## config.mk

```make
export PLATFORM = sky130hd
export DESIGN_NAME = blk_move_seq
export DESIGN_NICKNAME = d
export VERILOG_FILES = /design/src/rtl/blk_move_pkg.sv /design/src/rtl/blk_move_stream.sv /design/src/rtl/blk_move_ctrl.sv /design/src/rtl/blk_move_seq.sv
export SDC_FILE = /design/constraint.sdc
export NUM_CORES = 1
export LEC_CHECK = 0
export ABC_AREA = 0
export CAP_MARGIN = 20
export CORE_AREA = 2 2 104 106
export DETAILED_ROUTE_END_ITERATION = 12
export DIE_AREA = 0 0 106 108
export DONT_BUFFER_PORTS = 1
export GPL_TIMING_DRIVEN = 0
export REMOVE_ABC_BUFFERS = 1
export SYNTH_ARGS = -nofsm -noshare
export SYNTH_HDL_FRONTEND = slang
export SYNTH_SLANG_ARGS = --single-unit
```

## constraint.sdc

```tcl
create_clock -name clk_i -period 2.41 [get_ports clk_i]
set_clock_uncertainty 0.15 [all_clocks]
set_input_delay 0.6025 -clock clk_i [delete_from_list [all_inputs] [get_ports clk_i]]
set_output_delay 0.6025 -clock clk_i [all_outputs]
set_load 0.02 [all_outputs]
```

## src/rtl/blk_move_pkg.sv

```systemverilog
package blk_move_pkg;
  typedef enum logic [1:0] {
    OP_NONE  = 2'b00,
    OP_LOAD  = 2'b01,
    OP_STORE = 2'b10,
    OP_MOVE  = 2'b11
  } blk_op_e;
endpackage

```

## src/rtl/blk_move_stream.sv

```systemverilog
module blk_move_stream #(
  parameter int unsigned ADDR_W  = 32,
  parameter int unsigned WORD_LG = 3,
  parameter int unsigned LINE_LG = 6,
  parameter int unsigned PAGE_LG = 12
) (
  input  logic              clk_i,
  input  logic              rst_ni,
  input  logic              load_i,
  input  logic [ADDR_W-1:0] addr_i,
  input  logic              adv_i,
  output logic [ADDR_W-1:0] addr_o,
  output logic              tag_need_o,
  output logic              tlb_need_o
);
  localparam logic [ADDR_W-1:0] STEP = ADDR_W'(1) << WORD_LG;

  logic [ADDR_W-1:0] ptr_q;
  logic              first_q;

  always_ff @(posedge clk_i or negedge rst_ni) begin
    if (!rst_ni) begin
      ptr_q   <= '0;
      first_q <= 1'b0;
    end else if (load_i) begin
      ptr_q   <= {addr_i[ADDR_W-1:WORD_LG], {WORD_LG{1'b0}}};
      first_q <= 1'b1;
    end else if (adv_i) begin
      ptr_q   <= ptr_q + STEP;
      first_q <= 1'b0;
    end
  end

  // sequential doubleword steps: a new line/page starts where the offset wraps to zero
  assign addr_o     = ptr_q;
  assign tag_need_o = first_q | (ptr_q[LINE_LG-1:WORD_LG] == '0);
  assign tlb_need_o = first_q | (ptr_q[PAGE_LG-1:WORD_LG] == '0);

  AST_PTR_STEP: assert property (@(posedge clk_i) disable iff (!rst_ni)
    adv_i && !load_i |=> addr_o == $past(addr_o) + STEP);
  AST_TAG_NEW_LINE: assert property (@(posedge clk_i) disable iff (!rst_ni)
    adv_i && !load_i |=> (addr_o[ADDR_W-1:LINE_LG] == $past(addr_o[ADDR_W-1:LINE_LG])) || tag_need_o);
  AST_TLB_NEW_PAGE: assert property (@(posedge clk_i) disable iff (!rst_ni)
    adv_i && !load_i |=> (addr_o[ADDR_W-1:PAGE_LG] == $past(addr_o[ADDR_W-1:PAGE_LG])) || tlb_need_o);
  AST_LOAD_FIRST: assert property (@(posedge clk_i) disable iff (!rst_ni)
    load_i |=> tag_need_o && tlb_need_o && addr_o[WORD_LG-1:0] == '0);
endmodule

```

## src/rtl/blk_move_ctrl.sv

```systemverilog
module blk_move_ctrl
  import blk_move_pkg::*;
#(
  parameter int unsigned CNT_W = 16
) (
  input  logic             clk_i,
  input  logic             rst_ni,
  input  logic             start_i,
  input  blk_op_e          op_i,
  input  logic [CNT_W-1:0] count_i,
  input  logic             stall_i,
  output logic             active_o,
  output blk_op_e          op_o,
  output logic             wr_phase_o,
  output logic             load_o,
  output logic             src_adv_o,
  output logic             dst_adv_o,
  output logic             done_o
);
  logic             active_q, phase_q, done_q;
  blk_op_e          op_q;
  logic [CNT_W-1:0] rem_q;
  logic             accept, step, word_end, last;

  assign accept   = start_i & ~active_q;
  assign step     = active_q & ~stall_i;
  assign word_end = (op_q != OP_MOVE) | phase_q;
  assign last     = word_end & (rem_q == CNT_W'(1));

  always_ff @(posedge clk_i or negedge rst_ni) begin
    if (!rst_ni) begin
      active_q <= 1'b0;
      phase_q  <= 1'b0;
      done_q   <= 1'b0;
      op_q     <= OP_NONE;
      rem_q    <= '0;
    end else begin
      done_q <= 1'b0;
      if (accept) begin
        op_q    <= op_i;
        phase_q <= 1'b0;
        rem_q   <= count_i;
        if (op_i == OP_NONE || count_i == '0) done_q <= 1'b1;
        else active_q <= 1'b1;
      end else if (step) begin
        if (last) begin
          active_q <= 1'b0;
          done_q   <= 1'b1;
        end
        if (op_q == OP_MOVE) phase_q <= ~phase_q;
        if (word_end) rem_q <= rem_q - CNT_W'(1);
      end
    end
  end

  assign active_o   = active_q;
  assign op_o       = op_q;
  assign wr_phase_o = phase_q;
  assign load_o     = accept;
  assign src_adv_o  = step & ~phase_q;
  assign dst_adv_o  = step & phase_q;
  assign done_o     = done_q;

  AST_DONE_IDLE: assert property (@(posedge clk_i) disable iff (!rst_ni)
    done_o |-> !active_q);
  AST_ZERO_DONE: assert property (@(posedge clk_i) disable iff (!rst_ni)
    accept && (count_i == '0) |=> done_o && !active_o);
  AST_STALL_FREEZE: assert property (@(posedge clk_i) disable iff (!rst_ni)
    active_q && stall_i |=> active_q && rem_q == $past(rem_q) && phase_q == $past(phase_q));
  AST_BUSY_KEEP: assert property (@(posedge clk_i) disable iff (!rst_ni)
    active_q && start_i && !last |=> active_q && op_q == $past(op_q));
endmodule

```

## src/rtl/blk_move_seq.sv

```systemverilog
module blk_move_seq
  import blk_move_pkg::*;
#(
  parameter int unsigned ADDR_W  = 32,
  parameter int unsigned CNT_W   = 16,
  parameter int unsigned WORD_LG = 3,
  parameter int unsigned LINE_LG = 6,
  parameter int unsigned PAGE_LG = 12
) (
  input  logic              clk_i,
  input  logic              rst_ni,
  input  logic              start_i,
  input  logic [1:0]        op_i,
  input  logic [ADDR_W-1:0] src_addr_i,
  input  logic [ADDR_W-1:0] dst_addr_i,
  input  logic [CNT_W-1:0]  count_i,
  input  logic              stall_i,
  output logic [ADDR_W-1:0] addr_o,
  output logic              rd_o,
  output logic              wr_o,
  output logic              tag_en_o,
  output logic              tlb_en_o,
  output logic              done_o
);
  localparam int unsigned N_STREAM = 2; // 0: source, 1: destination

  logic    active, wr_phase, load;
  blk_op_e op;
  logic [N_STREAM-1:0] adv, tag_need, tlb_need;
  logic [ADDR_W-1:0]   s_addr [N_STREAM];
  logic [ADDR_W-1:0]   base   [N_STREAM];

  assign base[0] = src_addr_i;
  assign base[1] = dst_addr_i;

  blk_move_ctrl #(.CNT_W(CNT_W)) u_ctrl (
    .clk_i     (clk_i),
    .rst_ni    (rst_ni),
    .start_i   (start_i),
    .op_i      (blk_op_e'(op_i)),
    .count_i   (count_i),
    .stall_i   (stall_i),
    .active_o  (active),
    .op_o      (op),
    .wr_phase_o(wr_phase),
    .load_o    (load),
    .src_adv_o (adv[0]),
    .dst_adv_o (adv[1]),
    .done_o    (done_o)
  );

  for (genvar g = 0; g < N_STREAM; g++) begin : g_stream
    blk_move_stream #(
      .ADDR_W(ADDR_W), .WORD_LG(WORD_LG), .LINE_LG(LINE_LG), .PAGE_LG(PAGE_LG)
    ) u_stream (
      .clk_i     (clk_i),
      .rst_ni    (rst_ni),
      .load_i    (load),
      .addr_i    (base[g]),
      .adv_i     (adv[g]),
      .addr_o    (s_addr[g]),
      .tag_need_o(tag_need[g]),
      .tlb_need_o(tlb_need[g])
    );
  end

  logic sel;
  assign sel      = wr_phase;  // only a move ever enters the write phase
  assign addr_o   = s_addr[sel];
  assign rd_o     = active & ((op == OP_LOAD) | ((op == OP_MOVE) & ~wr_phase));
  assign wr_o     = active & ((op == OP_STORE) | ((op == OP_MOVE) & wr_phase));
  assign tag_en_o = active & tag_need[sel];
  assign tlb_en_o = active & tlb_need[sel];

  AST_ONE_STROBE: assert property (@(posedge clk_i) disable iff (!rst_ni)
    !(rd_o && wr_o));
  AST_STALL_HOLD: assert property (@(posedge clk_i) disable iff (!rst_ni)
    (rd_o || wr_o) && stall_i |=> $stable(addr_o) && $stable(rd_o) && $stable(wr_o)
                                  && $stable(tag_en_o) && $stable(tlb_en_o));
  AST_LOOKUP_ONLY_ACCESS: assert property (@(posedge clk_i) disable iff (!rst_ni)
    tag_en_o || tlb_en_o |-> rd_o || wr_o);
  AST_DONE_QUIET: assert property (@(posedge clk_i) disable iff (!rst_ni)
    done_o |-> !rd_o && !wr_o);
endmodule

```

# Yosys cells after proc, flatten, opt, wreduce, memory -nomap -nowiden
# Index checks and enable logic that the tools add are counted.
[totals]
output_inout_bits = 37
regBits = 87
input_bits = 86
elab_cells = 87
[classes]
reduce_logical = 16
mux = 29
eq_ne = 6
bitwise = 22
addsub = 3
n_lt_le_gt_ge = 2
[ops]
columns = ["cell", "n"]
rows = [
  ["32-bit 2-to-1 mux", 7],
  ["32-bit by 4-bit adder with 32-bit output, second input constant", 2],
  ["16-bit 2-to-1 mux", 3],
  ["1-bit 2-to-1 mux", 19],
  ["9-bit zero test", 2],
  ["16-bit by 1-bit == test with 1-bit output, second input constant", 1],
  ["16-bit zero test", 1],
  ["16-bit by 1-bit subtractor with 16-bit output, second input constant", 1],
  ["2-bit nonzero test", 6],
  ["1-bit bitwise AND", 11],
  ["1-bit OR", 7],
  ["3-bit zero test", 2],
  ["2-bit == test, second input constant", 2],
  ["2-bit != test, second input constant", 2],
  ["2-bit AND reduction", 2],
  ["1-bit NOT", 3],
  ["3-bit AND reduction", 1],
  ["2-bit by 1-bit == test with 1-bit output, second input constant", 1],
  ["2-bit greater-or-equal comparator, second input constant", 1],
  ["2-bit zero test", 1],
  ["1-bit by 2-bit < comparator with 1-bit output, second input constant", 1],
  ["1-bit NOT with 2-bit output", 1],
  ["1-bit logical OR", 1],
]

# Depth between registers and ports, before layout
# Gate-level depths: netlist of the first run.
[depth]
ltp_word = 6
ltp_mapped = 7

# Modules after synthesis
# Synthesis of the first run repeated with hierarchy kept, for this count alone.
[hier_totals]
cells_unflattened = 600
area_unflattened_um2 = 5449.0
[by_module_without_submodules]
columns = ["mod", "cells_per_inst", "instances", "area_per_inst_um2"]
rows = [
  ["blk_move_stream", 208, 2, 1819.2],
  ["blk_move_ctrl", 139, 1, 1219.9],
  ["blk_move_seq", 45, 1, 590.6],
]

# Worst setup path after synthesis of the first run
# No wires, ideal clock.
[synth_path]
path_kind = "reg-to-output"
from = "register g_stream[1].u_stream.ptr_q[11]"
to = "output port tlb_en_o"
arrival_ps = 1710
setup_slack_ps = -52
n_path_buf = 0
path_stages_with_launch = 5
path_cell_list = "dfrtp_1 -> or4_1 -> nor4_1 -> nor3_1 -> nor3_1"
[synth_between]
elab_chain_cells = 5
[synth_rtl]
columns = ["element", "line", "rtl"]
rows = [
  ["start, declared", "blk_move_stream.sv:18", "logic [ADDR_W-1:0] ptr_q;"],
  ["start signal, assigned", "blk_move_stream.sv:26", "ptr_q <= {addr_i[ADDR_W-1:WORD_LG], {WORD_LG{1'b0}}};"],
  ["start signal, assigned", "blk_move_stream.sv:29", "ptr_q <= ptr_q + STEP;"],
  ["9-bit zero test", "blk_move_stream.sv:37", "assign tlb_need_o = first_q | (ptr_q[PAGE_LG-1:WORD_LG] == '0);"],
  ["1-bit OR", "blk_move_stream.sv:37", ""],
  ["1-bit 2-to-1 mux (not written as such) (2 in a row)", "blk_move_seq.sv:73", "assign tlb_en_o = active & tlb_need[sel];"],
  ["1-bit bitwise AND", "blk_move_seq.sv:73", ""],
  ["end, declared", "blk_move_seq.sv:22", "output logic tlb_en_o,"],
]
# No other way between the ends. The select of a mux whose other input is x is not followed.

# Worst setup path after layout of the first run
[layout_path]
from = "register g_stream[0].u_stream.ptr_q[9]"
to = "output port tlb_en_o"
[layout_between]
elab_chain_cells = 5
[layout_rtl]
columns = ["element", "line"]
rows = [
  ["start, declared", "blk_move_stream.sv:18"],
  ["start signal, assigned", "blk_move_stream.sv:26"],
  ["start signal, assigned", "blk_move_stream.sv:29"],
  ["9-bit zero test", "blk_move_stream.sv:37"],
  ["1-bit OR", "blk_move_stream.sv:37"],
  ["1-bit 2-to-1 mux (not written as such) (2 in a row)", "blk_move_seq.sv:73"],
  ["1-bit bitwise AND", "blk_move_seq.sv:73"],
]
# No other way between the ends. The select of a mux whose other input is x is not followed.

==> metrics.txt, run 1 <==
synthesized instance count=570; Max Buffers Root-to-Sink=2; cell area after synthesis=0.005037 mm²; Period minus WS final=2.664 ns; reported max-cap violation count=0; max-slew violation count=0; Vias/cell=5.601; number of design-rule violations left by the first detailed-router iteration=184; largest cells by area after synthesis=sky130_fd_sc_hd__dfrtp_1, sky130_fd_sc_hd__xnor2_1, sky130_fd_sc_hd__nand2_1; final setup fails=2; synth-to-layout area growth=11.23%; main combinational cell family by area after synthesis=simple AND/OR/NAND/NOR gates; global-route met2 utilization=36.08%; first drt pass iteration count=4; mux cell area share after synthesis=4.670%; kind of end point of the critical path=output pin; vias in the first global route=3,854; number of port buffers=0; asr flop ratio synth=100.0%; final wirelength=12,350 µm; number of nets still failing antenna checks after routing=0; I/O pin count=123; hpwl dp=8293 µm; primary flip-flop cell chosen by synthesis mapping=sky130_fd_sc_hd__dfrtp_1; pre-CTS setup slack=-0.7164 ns; most frequent cell after synthesis=sky130_fd_sc_hd__nand2_1; number of distinct library cells after synthesis=50; area share of and/or/nand/nor cells after synthesis=26.75%; CTS buffer count=9; worst min-delay path class=input port to asynchronous set/reset pin; H-tree depth=3; count of state elements after synthesis=81; detailed-route via count=3,943; ratio of cells with drive above 1 in the final layout=16.20%; xor and xnor area share after synthesis=11.82%; slew margin rel.=57.49%; clock sink total=81; global routing met3 resource utilization=8.198%; CP startpoint kind=flip-flop; Power Density=1197 mW/mm²; average detailed-routed wire length per instance=17.54 µm; actual slew at the worst max-slew pin=0.6359 ns; number of enable-type register cells in the synthesized netlist=0; complex-gate fraction of the synthesized area=10.21%; post-placement cell count=679; Synth top area share=40.24%; adder-cell share of the synthesized area=1.490%; CTS tree=yes; first-pass GRT wire length=20,020 µm; drc violations=0; peak supply drop=0.0006255 V; leakage power figure=2.028 nW; clock-pin slew on the worst setup and hold paths=0.09 ns; clock network latency to the later pin of the worst-skew pair=0.38 ns; kind of critical path=flip-flop to output pin; Worst Hold Margin=-0.2372 ns; data arrival time at the worst-slack endpoint=1.91 ns; commonest cells in the netlist=sky130_fd_sc_hd__nand2_1, sky130_fd_sc_hd__dfrtp_1, sky130_fd_sc_hd__o21ai_0; CTS Root Buffer Type=sky130_fd_sc_hd__clkbuf_8; ant diodes=0; die area=0.01145 mm²; RSZ-0062 raised after global routing=yes; top cell type by total area after synthesis=sky130_fd_sc_hd__dfrtp_1; remaining global-route overflow=0; Setup WS post-layout=-0.2543 ns; initial antenna violation count=0; period utilization=110.6%; average footprint of a synthesized cell=8.837 µm²; total power consumption of the routed design=0.006705 W; core box area=0.01023 mm²; total number of yosys warnings=0; fmax=0.3753 GHz; Final Wtd Congestion=0.7788; pin count of the biggest net entering global routing=82; non-filler instance count after layout=704; global-route layer with the greatest usage=met2; number of placement rows=37; required arrival time at the worst endpoint=1.66 ns; setup TNS=-0.3190 ns; met1 demand-to-capacity share in global routing=29.57%; net total in the final layout=655; portion of the post-synthesis area used by sequential elements=40.24%; outcome=finished with violations; largest fanout on the critical path=5; Die Y-Extent=108 µm; Hold Vio Cnt, Final=81; overall global routing resource usage=22.65%; initial standard-cell utilization of the core=49.24%; width of the die=106 µm; violations in the final reports=negative hold slack, negative setup slack
through the flow:
step | cell area, µm² | util, %
2_1_floorplan | 4881 | -
3_3_place_gp | 5051 | 49.37
4_1_cts | 5538 | 54.13
6_report | 5603 | 54.76
3_5_place_dp | 5120 | 50.04
5_1_grt | 5603 | 54.76
cell families after synthesis:
logic type | count (synthesis)
AND/OR/NAND/NOR | 245
AO/OA/AOI/OAI | 96
flip-flops | 81
XOR/XNOR | 68
buffers and inverters | 52
multiplexers | 21
adder cells (fa/ha/maj) | 6
other | 1
placed cells by master, fill, tap and decap left out, drive strengths merged, types with 11 or more instances in the layout:
cell and instances:
nand2 100, dfrtp 81, o21ai 80, xnor2 52
nand3 24, nor2 23, nor3 22, inv 20
mux2 20, nor4 20, xor2 16, clkbuf 15
nand4 13, buf 12, and3 11
critical path: stages, from the launching register on:
cell and delay (ns):
sky130_fd_sc_hd__dfrtp_2 0.46, sky130_fd_sc_hd__or4_4 0.54, sky130_fd_sc_hd__nor3_4 0.17, sky130_fd_sc_hd__nor3_2 0.07, sky130_fd_sc_hd__nor3_4 0.31
power by group:
group,leakage (nW),total (W),internal [W],switching (W)
registers,0.936,0.00279,0.00196,0.000824
logic,0.977,0.00278,0.00114,0.00163
clock network,0.116,0.00114,0.000622,0.000516
final timing paths:
| kind | slack, ns | to | start | cells after the start |
|---|---|---|---|---|
| setup / recovery | -0.25 | tlb_en_o | g_stream[0].u_stream.addr_o[9]$_DFFE_PN0P_ | 4 |
| hold / removal | -0.24 | g_stream[0].u_stream.addr_o[24]$_DFFE_PN0P_ | rst_ni | 0 |
| setup reg to reg | 0.14 | g_stream[0].u_stream.addr_o[23]$_DFFE_PN0P_ | g_stream[0].u_stream.addr_o[11]$_DFFE_PN0P_ | 5 |
| hold reg to reg | 0.35 | u_ctrl.rem_q[11]$_DFFE_PN0P_ | u_ctrl.rem_q[11]$_DFFE_PN0P_ | 1 |
| max in group asynchronous | 2.19 | u_ctrl.wr_phase_o$_DFFE_PN0P_ | rst_ni | 0 |
| min in group clk_i | 0.18 | u_ctrl.wr_phase_o$_DFFE_PN0P_ | start_i | 1 |
registers in the layout, indices dropped and copies added, names as in the netlist:
| register | flops |
|---|---|
| g_stream.u_stream.addr_o | 58 |
| u_ctrl.rem_q | 16 |
| g_stream.u_stream.first_q | 2 |
| u_ctrl.op_o | 2 |
| u_ctrl.active_o | 1 |
| u_ctrl.done_o | 1 |
| u_ctrl.wr_phase_o | 1 |
final cells by class:
| class | instances | area (µm²) |
|---|---|---|
| inverters | 20 | 75.07 |
| well taps | 136 | 170.2 |
| multi-input cells | 439 | 2927 |
| clock buffers | 15 | 196.4 |
| repair buffers | 12 | 167.7 |
| fillers | 969 | 4628 |
| flip-flops and latches | 81 | 2037 |
| clock inverters | 1 | 30.03 |
layer usage:
metal  routed length (µm)  share of wire, %
met1                 5721                46
met2                 5775                47
met3                  716               5.8
met4                  136               1.1
met5                    0                 0
repair_timing:
| action | 4_1_cts | 5_1_grt |
|---|---|---|
| hold endpoints to repair | 81 | 81 |
| setup buffers | 6 | 3 |
| endpoints found under the setup margin | 81 | 22 |
| pin swaps | 4 | 0 |
| gates resized for setup | 32 | 10 |
No activity file was read; power rests on OpenSTA's default activity.
==> run 2, diff against run 1 <==
--- a/config.mk
+++ b/config.mk
@@ -7,11 +7,12 @@
 export LEC_CHECK = 0
 export ABC_AREA = 0
 export CAP_MARGIN = 20
-export CORE_AREA = 2 2 104 106
+export CORE_AREA = 2 2 95 115
 export DETAILED_ROUTE_END_ITERATION = 12
-export DIE_AREA = 0 0 106 108
+export DIE_AREA = 0 0 97 117
 export DONT_BUFFER_PORTS = 1
 export GPL_TIMING_DRIVEN = 0
+export PLACE_DENSITY = 0.61
 export REMOVE_ABC_BUFFERS = 1
 export SYNTH_ARGS = -nofsm -noshare
 export SYNTH_HDL_FRONTEND = slang
==> run 2 against run 1 <==
  * The flow still finishes with violations (negative hold slack, negative setup slack)
  * Cell count increased by 0.43%
  * Sequential share of layout area shrank 0.90 points
  * Fmax grew 0.97%
  * Via count is 3.0% higher
  * Worst hold slack improved by 0.040 ns
  * Count of clock-buffer cells in the layout decreased by 3
  * First-iteration DRC count increased by 0.54%
  * Core utilization up 1.0 points
  * Global-route usage decreased by 0.49 points
  * Critical endpoint unchanged
==> metrics.txt, run 2 (synthesis results as in run 1) <==
outcome=finished with violations; violations in the final reports=negative hold slack, negative setup slack; reg2reg end=g_stream[0].u_stream.addr_o[28]$_DFFE_PN0P_; final setup fails=1; leakage power figure=2.107 nW; max-slew violation count=0; Die Y-Extent=117 µm; initial standard-cell utilization of the core=48.85%; clock network latency to the later pin of the worst-skew pair=0.34 ns; average detailed-routed wire length per instance=17.79 µm; total cell area at the placement stage=0.005091 mm²; commonest non-fill, non-tap cell in the layout=sky130_fd_sc_hd__nand2_1; core box area=0.01031 mm²; Logic pwr share=40.3%; first drt pass iteration count=4; kind of end point of the critical path=output pin; net total in the final layout=665; CTS Root Buffer Type=sky130_fd_sc_hd__clkbuf_16; CTS buffer count=9; clock network power share=21.3%; number of port buffers=0; power dissipated by switching net loads=0.003030 W; total power consumption of the routed design=0.007181 W; die area=0.01135 mm²; kind of critical path=flip-flop to output pin; number of nets still failing antenna checks after routing=0; Storage cell area=0.002039 mm²; actual slew at the worst max-slew pin=0.9039 ns; final wirelength=12,570 µm; reg-to-reg setup timing slack=0.15 ns; reported max-cap violation count=0; Max Buffers Root-to-Sink=2; worst reg2reg path depth=5; ant diodes=0; number of design-rule violations left by the first detailed-router iteration=185; pin count of the biggest net entering global routing=82; slew margin rel.=39.46%; pre-CTS setup slack=-0.7128 ns; clock-pin slew on the worst setup and hold paths=0.06 ns; period utilization=109.5%; vias in the first global route=4,010; FF-to-FF Start=g_stream[0].u_stream.addr_o[11]$_DFFE_PN0P_; detailed-route via count=4,060; Cell Int Power=0.004151 W; final standard cell area without fillers=0.005752 mm²; setup TNS=-0.2287 ns; Hold Vio Cnt, Final=81; I/O pin count=123; remaining global-route overflow=0; number of placement rows=41; drc violations=0; Power Density=1248 mW/mm²; Period minus WS final=2.639 ns; Worst Hold Margin=-0.1969 ns; data arrival time at the worst-slack endpoint=1.89 ns; first-pass GRT wire length=19,980 µm; part of the total power dissipated in sequential elements=38.4%; CTS tree=yes; Vias/cell=5.743; Final Wtd Congestion=0.7765; ratio of cells with drive above 1 in the final layout=17.13%; Setup WS post-layout=-0.2287 ns; H-tree depth=3; width of the die=97 µm; top library cells by usage in the layout, fill and taps aside=sky130_fd_sc_hd__nand2_1, sky130_fd_sc_hd__dfrtp_1, sky130_fd_sc_hd__o21ai_0; share of total power consumed by net switching=42.19%; hpwl dp=8145 µm; overall global routing resource usage=22.16%; fill cell instance count of the final layout=947; synth-to-layout area growth=14.18%; number of flip-flops under the largest register name=58; largest fanout on the critical path=4; peak supply drop=0.0006364 V; CP startpoint kind=flip-flop; fmax=0.3790 GHz; worst min-delay path class=input port to asynchronous set/reset pin; area of the multi-input gates=0.002922 mm²; initial antenna violation count=0; clock sink total=81; required arrival time at the worst endpoint=1.66 ns; RSZ-0062 raised after global routing=yes
-- run 2: power by group through the flow --
stage               Sequential [W]  Clock (W)  Combinational, W
floorplan                  0.00262          0           0.00207
global placement           0.00282          0           0.00234
detailed placement         0.00283          0           0.00238
CTS                        0.00277    0.00155           0.00275
global route               0.00286    0.00162           0.00320
finish                     0.00276    0.00153           0.00289
-- run 2: layout make-up --
type                       count  area share [%]
clock buffer                  12           4.459
tap                          129           2.806
timing repair buffer          21           3.872
sequential                    81           35.46
clock inverter                 4           1.305
multi-input combinational    440           50.79
inverter                      20           1.305
-- run 2: critical path: stages, from the launching register on --
cell	delay, ns
sky130_fd_sc_hd__dfrtp_2	0.43
sky130_fd_sc_hd__or4_4	0.55
sky130_fd_sc_hd__nor4_4	0.17
sky130_fd_sc_hd__nor3_2	0.08
sky130_fd_sc_hd__nor3_4	0.31
-- run 2: worst max-delay path by stage --
stage                                             endpoint                                         from
2_1_floorplan  g_stream[0].u_stream.addr_o[10]$_DFFE_PN0P_                                      start_i
3_3_place_gp                   u_ctrl.rem_q[4]$_DFFE_PN0P_                                      start_i
3_5_place_dp   g_stream[1].u_stream.addr_o[30]$_DFFE_PN0P_                u_ctrl.wr_phase_o$_DFFE_PN0P_
4_1_cts                                           tlb_en_o   g_stream[0].u_stream.addr_o[8]$_DFFE_PN0P_
5_1_grt                                           tlb_en_o  g_stream[1].u_stream.addr_o[11]$_DFFE_PN0P_
6_report                                          tlb_en_o  g_stream[1].u_stream.addr_o[11]$_DFFE_PN0P_
-- run 2: repair_timing --
item	in CTS	in global routing
cloned	0	1
endpoints found under the hold margin	81	81
gates resized for setup	33	8
pin swaps	5	4
buffers inserted	8	11
endpoints found under the setup margin	79	15
-- run 2: through the flow --
step	hold slack [ns]	util, %	cells
after floorplan	0.1569	-	540
after global placement	0.1599	48.90	669
after detailed placement	0.1586	49.38	671
after CTS	-0.2030	54.61	695
after global routing	-0.2095	55.78	707
final	-0.1969	55.78	707
-- run 2: per-layer routing --
layer | global-route usage [%] | share of wire, % | up-vias
met3 | 5.107 | 6.0 | 11
li1 | - | - | 1973
met4 | 6.573 | 1.2 | 0
met1 | 27.63 | 42 | 1975
met5 | 0 | 0 | -
met2 | 38.84 | 50 | 101
